## config.mk

```make
export PLATFORM = sky130hd
export DESIGN_NAME = lut_ctx_row
export DESIGN_NICKNAME = d
export VERILOG_FILES = /design/src/rtl/lut_row_pkg.sv /design/src/rtl/lut_sbox.sv /design/src/rtl/lut_cell.sv /design/src/rtl/lut_hist.sv /design/src/rtl/lut_ctx_store.sv /design/src/rtl/lut_ctx_row.sv
export SDC_FILE = /design/constraint.sdc
export NUM_CORES = 2
export LEC_CHECK = 0
export BUFFER_PORTS_ARGS = -buffer_cell sky130_fd_sc_hd__buf_2
export CAP_MARGIN = 20
export CORE_MARGIN = 2
export CORE_UTILIZATION = 55
export DETAILED_ROUTE_END_ITERATION = 7
export GPL_ROUTABILITY_DRIVEN = 1
export GPL_TIMING_DRIVEN = 0
export PLACE_DENSITY = 0.76
export SLEW_MARGIN = 5
export SYNTH_ARGS = -nofsm -noshare
export SYNTH_HDL_FRONTEND = slang
export SYNTH_HIERARCHICAL = 1
export SYNTH_SLANG_ARGS = --single-unit
```

## constraint.sdc

```tcl
create_clock -name clk -period 27.2 [get_ports clk]
set_input_delay 6.8 -clock clk [delete_from_list [all_inputs] [get_ports clk]]
set_output_delay 6.8 -clock clk [all_outputs]
set_load 0.1 [all_outputs]
```

## src/rtl/lut_row_pkg.sv

```systemverilog
package lut_row_pkg;
  localparam int LUT_K  = 4;
  localparam int TT_W   = 1 << LUT_K;
  localparam int HIST_D = 4;
  localparam int TAP_W  = $clog2(HIST_D);
  localparam int SRC_W  = 2;

  localparam logic [SRC_W-1:0] SRC_OPA  = 2'd0;
  localparam logic [SRC_W-1:0] SRC_OPB  = 2'd1;
  localparam logic [SRC_W-1:0] SRC_LEFT = 2'd2;
  localparam logic [SRC_W-1:0] SRC_HIST = 2'd3;

  typedef struct packed {
    logic [TT_W-1:0]             tt;
    logic [LUT_K-1:0][SRC_W-1:0] src;
    logic [TAP_W-1:0]            tap;
    logic                        cy;
  } le_cfg_t;

  localparam int LE_CFG_W = $bits(le_cfg_t);
endpackage

```

## src/rtl/lut_sbox.sv

```systemverilog
module lut_sbox
  import lut_row_pkg::*;
(
  input  logic                        opa,
  input  logic                        opb,
  input  logic                        left,
  input  logic                        hist,
  input  logic [LUT_K-1:0][SRC_W-1:0] src,
  output logic [LUT_K-1:0]            lin
);
  for (genvar k = 0; k < LUT_K; k++) begin : g_in
    always_comb begin
      unique case (src[k])
        SRC_OPA:  lin[k] = opa;
        SRC_OPB:  lin[k] = opb;
        SRC_LEFT: lin[k] = left;
        default:  lin[k] = hist;
      endcase
    end
  end
endmodule

```

## src/rtl/lut_cell.sv

```systemverilog
module lut_cell
  import lut_row_pkg::*;
(
  input  logic [TT_W-1:0]  tt,
  input  logic [LUT_K-1:0] lin,
  input  logic             cy,
  input  logic             cin,
  output logic             out,
  output logic             cout
);
  logic lut_bit;
  logic gen;
  logic prop;

  always_comb begin
    lut_bit = tt[lin];
    gen     = lin[0] & lin[1];
    prop    = lin[0] ^ lin[1];
    out     = cy ? (lut_bit ^ cin) : lut_bit;
    cout    = cy & (gen | (prop & cin));
  end
endmodule

```

## src/rtl/lut_hist.sv

```systemverilog
module lut_hist #(
  parameter int DEPTH = 4,
  parameter int TW    = 2
) (
  input  logic          clk,
  input  logic          rst_n,
  input  logic          en,
  input  logic          d,
  input  logic [TW-1:0] tap,
  output logic          last,
  output logic          tapped
);
  logic [DEPTH-1:0] h_q;
  logic [DEPTH-1:0] h_d;

  always_comb begin
    h_d = h_q;
    if (en) h_d = {h_q[DEPTH-2:0], d};
  end

  always_ff @(posedge clk or negedge rst_n) begin
    if (!rst_n) h_q <= '0;
    else        h_q <= h_d;
  end

  assign last   = h_q[0];
  assign tapped = h_q[tap];

  p_hold_r5: assert property (@(posedge clk) disable iff (!rst_n)
    !en |=> $stable(h_q));

  p_shift_r4: assert property (@(posedge clk) disable iff (!rst_n)
    en |=> (h_q[DEPTH-1:1] == $past(h_q[DEPTH-2:0])));
endmodule

```

## src/rtl/lut_ctx_store.sv

```systemverilog
module lut_ctx_store #(
  parameter int ROW_W = 216,
  parameter int N_ALT = 3,
  localparam int SLOT_W = $clog2(N_ALT + 1),
  localparam int PICK_W = (N_ALT > 1) ? $clog2(N_ALT) : 1
) (
  input  logic              clk,
  input  logic              rst_n,
  input  logic              we,
  input  logic [SLOT_W-1:0] slot,
  input  logic [ROW_W-1:0]  wdata,
  input  logic              go,
  input  logic [PICK_W-1:0] pick,
  output logic [ROW_W-1:0]  act_o
);
  logic [ROW_W-1:0]             act_q, act_d;
  logic [N_ALT-1:0][ROW_W-1:0]  alt_q, alt_d;
  logic [ROW_W-1:0]             alt_pick;
  logic                         go_ok;
  logic                         alt_wr;

  always_comb begin
    alt_pick = '0;
    go_ok    = 1'b0;
    for (int k = 0; k < N_ALT; k++) begin
      if (32'(pick) == k) begin
        alt_pick = alt_q[k];
        go_ok    = go;
      end
    end
  end

  always_comb begin
    act_d  = act_q;
    alt_d  = alt_q;
    alt_wr = we && (slot != '0);
    if (go_ok)                       act_d = alt_pick;
    else if (we && (slot == '0))     act_d = wdata;
    for (int k = 0; k < N_ALT; k++) begin
      if (we && (32'(slot) == k + 1)) alt_d[k] = wdata;
    end
  end

  always_ff @(posedge clk or negedge rst_n) begin
    if (!rst_n) begin
      act_q <= '0;
      alt_q <= '0;
    end else begin
      act_q <= act_d;
      alt_q <= alt_d;
    end
  end

  assign act_o = act_q;

  p_switch_r8: assert property (@(posedge clk) disable iff (!rst_n)
    go_ok |=> (act_q == $past(alt_pick)));

  p_alt_keep_r7: assert property (@(posedge clk) disable iff (!rst_n)
    (alt_wr && !go) |=> $stable(act_q));
endmodule

```

## src/rtl/lut_ctx_row.sv

```systemverilog
module lut_ctx_row
  import lut_row_pkg::*;
#(
  parameter int N_LE  = 8,
  parameter int N_ALT = 3
) (
  input  logic                                  clk,
  input  logic                                  rst_n,
  input  logic                                  cfg_we,
  input  logic [$clog2(N_ALT+1)-1:0]            cfg_slot,
  input  logic [N_LE*LE_CFG_W-1:0]              cfg_word,
  input  logic                                  ctx_go,
  input  logic [((N_ALT>1)?$clog2(N_ALT):1)-1:0] ctx_pick,
  input  logic                                  ex_en,
  input  logic [N_LE-1:0]                       opnd_a,
  input  logic [N_LE-1:0]                       opnd_b,
  output logic [N_LE-1:0]                       res_o
);
  localparam int ROW_W = N_LE * LE_CFG_W;

  logic [1:0]       rsync_q;
  logic             rst_int_n;
  logic [ROW_W-1:0] act_row;
  logic [N_LE:0]    cyc;
  logic [N_LE-1:0]  last;
  logic [N_LE-1:0]  tapped;
  logic [N_LE-1:0]  nxt;

  always_ff @(posedge clk or negedge rst_n) begin
    if (!rst_n) rsync_q <= 2'b00;
    else        rsync_q <= {rsync_q[0], 1'b1};
  end
  assign rst_int_n = rsync_q[1];

  lut_ctx_store #(.ROW_W(ROW_W), .N_ALT(N_ALT)) u_store (
    .clk   (clk),
    .rst_n (rst_int_n),
    .we    (cfg_we),
    .slot  (cfg_slot),
    .wdata (cfg_word),
    .go    (ctx_go),
    .pick  (ctx_pick),
    .act_o (act_row)
  );

  assign cyc[0] = 1'b0;

  for (genvar i = 0; i < N_LE; i++) begin : g_le
    le_cfg_t         cfg;
    logic            left_w;
    logic [LUT_K-1:0] lin;

    assign cfg = le_cfg_t'(act_row[i*LE_CFG_W +: LE_CFG_W]);

    if (i == 0) begin : g_edge
      assign left_w = 1'b0;
    end else begin : g_mid
      assign left_w = last[i-1];
    end

    lut_sbox u_sbox (
      .opa  (opnd_a[i]),
      .opb  (opnd_b[i]),
      .left (left_w),
      .hist (tapped[i]),
      .src  (cfg.src),
      .lin  (lin)
    );

    lut_cell u_cell (
      .tt   (cfg.tt),
      .lin  (lin),
      .cy   (cfg.cy),
      .cin  (cyc[i]),
      .out  (nxt[i]),
      .cout (cyc[i+1])
    );

    lut_hist #(.DEPTH(HIST_D), .TW(TAP_W)) u_hist (
      .clk    (clk),
      .rst_n  (rst_int_n),
      .en     (ex_en),
      .d      (nxt[i]),
      .tap    (cfg.tap),
      .last   (last[i]),
      .tapped (tapped[i])
    );
  end

  assign res_o = last;

  p_res_hold_r5: assert property (@(posedge clk) disable iff (!rst_int_n)
    !ex_en |=> $stable(res_o));

  p_res_capture_r2: assert property (@(posedge clk) disable iff (!rst_int_n)
    ex_en |=> (res_o == $past(nxt)));
endmodule

```

==> impl_results.md <==
* Placer Congestion at 0.808
* Setup Skew at 32.4 ps
* Slew HR at 22.1%
* Hpwl dp at 67600 µm
* YS warnings at 6
* Number of antenna violations at the first check in global routing at 41
* Clock Path Buffers at 3
* PortBufs at 247
* Area delta synth->final at 15.2%
* Max-cap violation count at 0
* Final critical-path required period at 10010 ps
* Worst setup SP type: input port
* Fin nets at 3682
* Number of buffers created by CTS at 95
* TritonRoute pass-1 iters at 7
* DP Worst Slack at 16520 ps
* Cells after synthesis at 3069
* FILL cells at 5575
* Clock transition at path regs at 50 ps
* Die Y at 278 µm
* First-pass GRT wire length at 159000 µm
* DRC viols at 0
* Top Metal Used: met5
* Via/cell ratio at 6.08
* Core footprint at 74400 µm²
* Final WS setup at 17190 ps
* Vias in the first global route at 28700
* Crit path arrival time at 10510 ps
* Worst-Margin Slew at 1170 ps
* Largest net degree at the start of global routing at 68
* CP endpoint kind: flip-flop
* Hold-fix buffers, CTS at 0
* Leakage at 20.3 nW
* Std cell rows at 100
* Mapped Area at 41400 µm²
* Register Area at 22500 µm²
* Final wirelength at 100000 µm
* Multi-input logic area at 17700 µm²
* H-tree depth at 3
* Type of the worst min-delay path: reg2async
* Final Setup Violations at 0
* F_max at 99.9 MHz
* Data required, critical path at 27710 ps
* Ports at 249
* Die W at 278 µm
* Clock sink count at 898
* Worst Path Max Fanout at 6
* CTS tree: built
* Tcrit/Tclk final at 36.8%
* # Post-CTS Setup Buffers at 0
* Met2 routed WL at 48800 µm
* Routed Antenna Nets at 0
* Fin. Hold Viols at 0
* Syn avg cell area at 13.5 µm²
* Gr usage total at 26.0%
* Metal3 WL at 6490 µm
* Status: completed
* Vias at 27400
* GR Overflow Total at 0
* Drt wl/cell at 22.3 µm
* CTS Root Cell: clkbuf_16
* Post_cts resized at 0
* Peak supply drop at 52.9 µV
* Metal-1 WL at 42500 µm
* RSZ-0062 raised after global routing: false
* Clk Latency, worst-skew pair at 650 ps
* Initial Utilization at 55.6%
* Die area at 77400 µm²
* Final-report max-slew violation count at 0
* Power after layout at 3.93 mW
* Kind of critical path: in2reg
* DR iter-0 viols at 1920
* Layout cells sized above 1 at 39.9%
* P per Cell Area at 82.4 nW/µm²
## worst paths after layout
check / cells past startpoint / startpoint / slack, ps / endpoint
setup / recovery: 18 / opnd_a[1] / 17190 / g_le[7].u_hist/h_q[0]
setup reg to reg: 18 / g_le[1].u_hist/h_q[0] / 22410 / g_le[7].u_hist/h_q[0]
hold reg to reg: 0 / rsync_q[1] / 330 / u_store/alt_q[494]
hold / removal: 0 / rsync_q[1] / 330 / u_store/alt_q[494]
min in group clk: 0 / rsync_q[0] / 350 / rsync_q[1]
max in group asynchronous: 1 / rst_n / 21160 / rsync_q[1]
## metal layers
metal / vias to the layer above / GRT usage [%]
met5: - / 0
met4: 36 / 9.11
met3: 180 / 6.30
met2: 693 / 41.7
met1: 14200 / 34.9
li1: 12300 / -
## flip-flops by register name (all words and copies together) (netlist names)
signal / count
rsync_q: 2
u_store/act_o: 216
g_le.u_hist/h_q: 32
u_store/alt_q: 648
## metrics by stage
step / cell area, µm² / hold slack [ps] / utilization (%) / TNS [ps] / cells
6_report: 47600 / 334 / 64.0 / 0 / 4503
5_1_grt: 47600 / 367 / 64.0 / 0 / 4495
4_1_cts: 47600 / 350 / 63.9 / 0 / 4477
3_5_place_dp: 44300 / 337 / 59.4 / 0 / 4305
3_3_place_gp: 43800 / 334 / 58.9 / -8849850 / 4290
2_1_floorplan: 41400 / 331 / - / 0 / 3074
## power by group
group	internal [mW]	switching (mW)	total (mW)
registers	1.60	0.146	1.74
clock network	0.826	0.535	1.36
logic	0.432	0.390	0.822
total	2.85	1.07	3.93
## cell type report
type | count | share of cell area (%)
Timing Repair Buffer | 263 | 3.49
Buffer | 245 | 2.64
Clock inverter | 26 | 0.872
Clock buffer | 146 | 6.08
Antenna cell | 25 | 0.131
Sequential cell | 898 | 47.2
Multi-Input combinational cell | 1931 | 37.1
Tap cell | 969 | 2.54
## critical path, cell delays in order
cell,delay (ps)
buf_2,130
mux4_2,560
ha_1,330
a21oi_1,70
nor2b_1,260
a21oi_1,120
nor2b_1,300
a21oi_1,120
nor2b_1,290
a21oi_1,110
nor2b_1,240
a21oi_1,100
nor2b_1,300
a21oi_1,120
nor2b_1,170
nand2_1,80
xor2_1,140
mux2_2,260
## layout by cell type (no fill, tap or decap), types with 2 or more instances in the layout
cell,count
a21oi_1,7
a22oi_2,8
a2bb2oi_1,8
a31oi_1,8
and2b_2,8
buf_1,18
buf_16,15
buf_2,372
buf_4,16
buf_6,17
bufinv_16,10
clkbuf_1,92
clkbuf_16,100
clkbuf_2,2
clkbuf_8,22
clkinv_2,8
clkinv_4,3
clkinvlp_4,2
conb_1,7
dfrtp_1,897
diode_2,25
ha_1,7
inv_6,2
mux2_1,134
mux2_2,770
mux2i_1,16
mux4_1,24
mux4_2,40
nand2_1,224
nand3b_1,2
nor2b_1,7
o21ai_0,36
o21ai_1,180
o22ai_1,216
o2bb2ai_1,216
xor2_1,8
No activity file was read; power rests on OpenSTA's default activity.
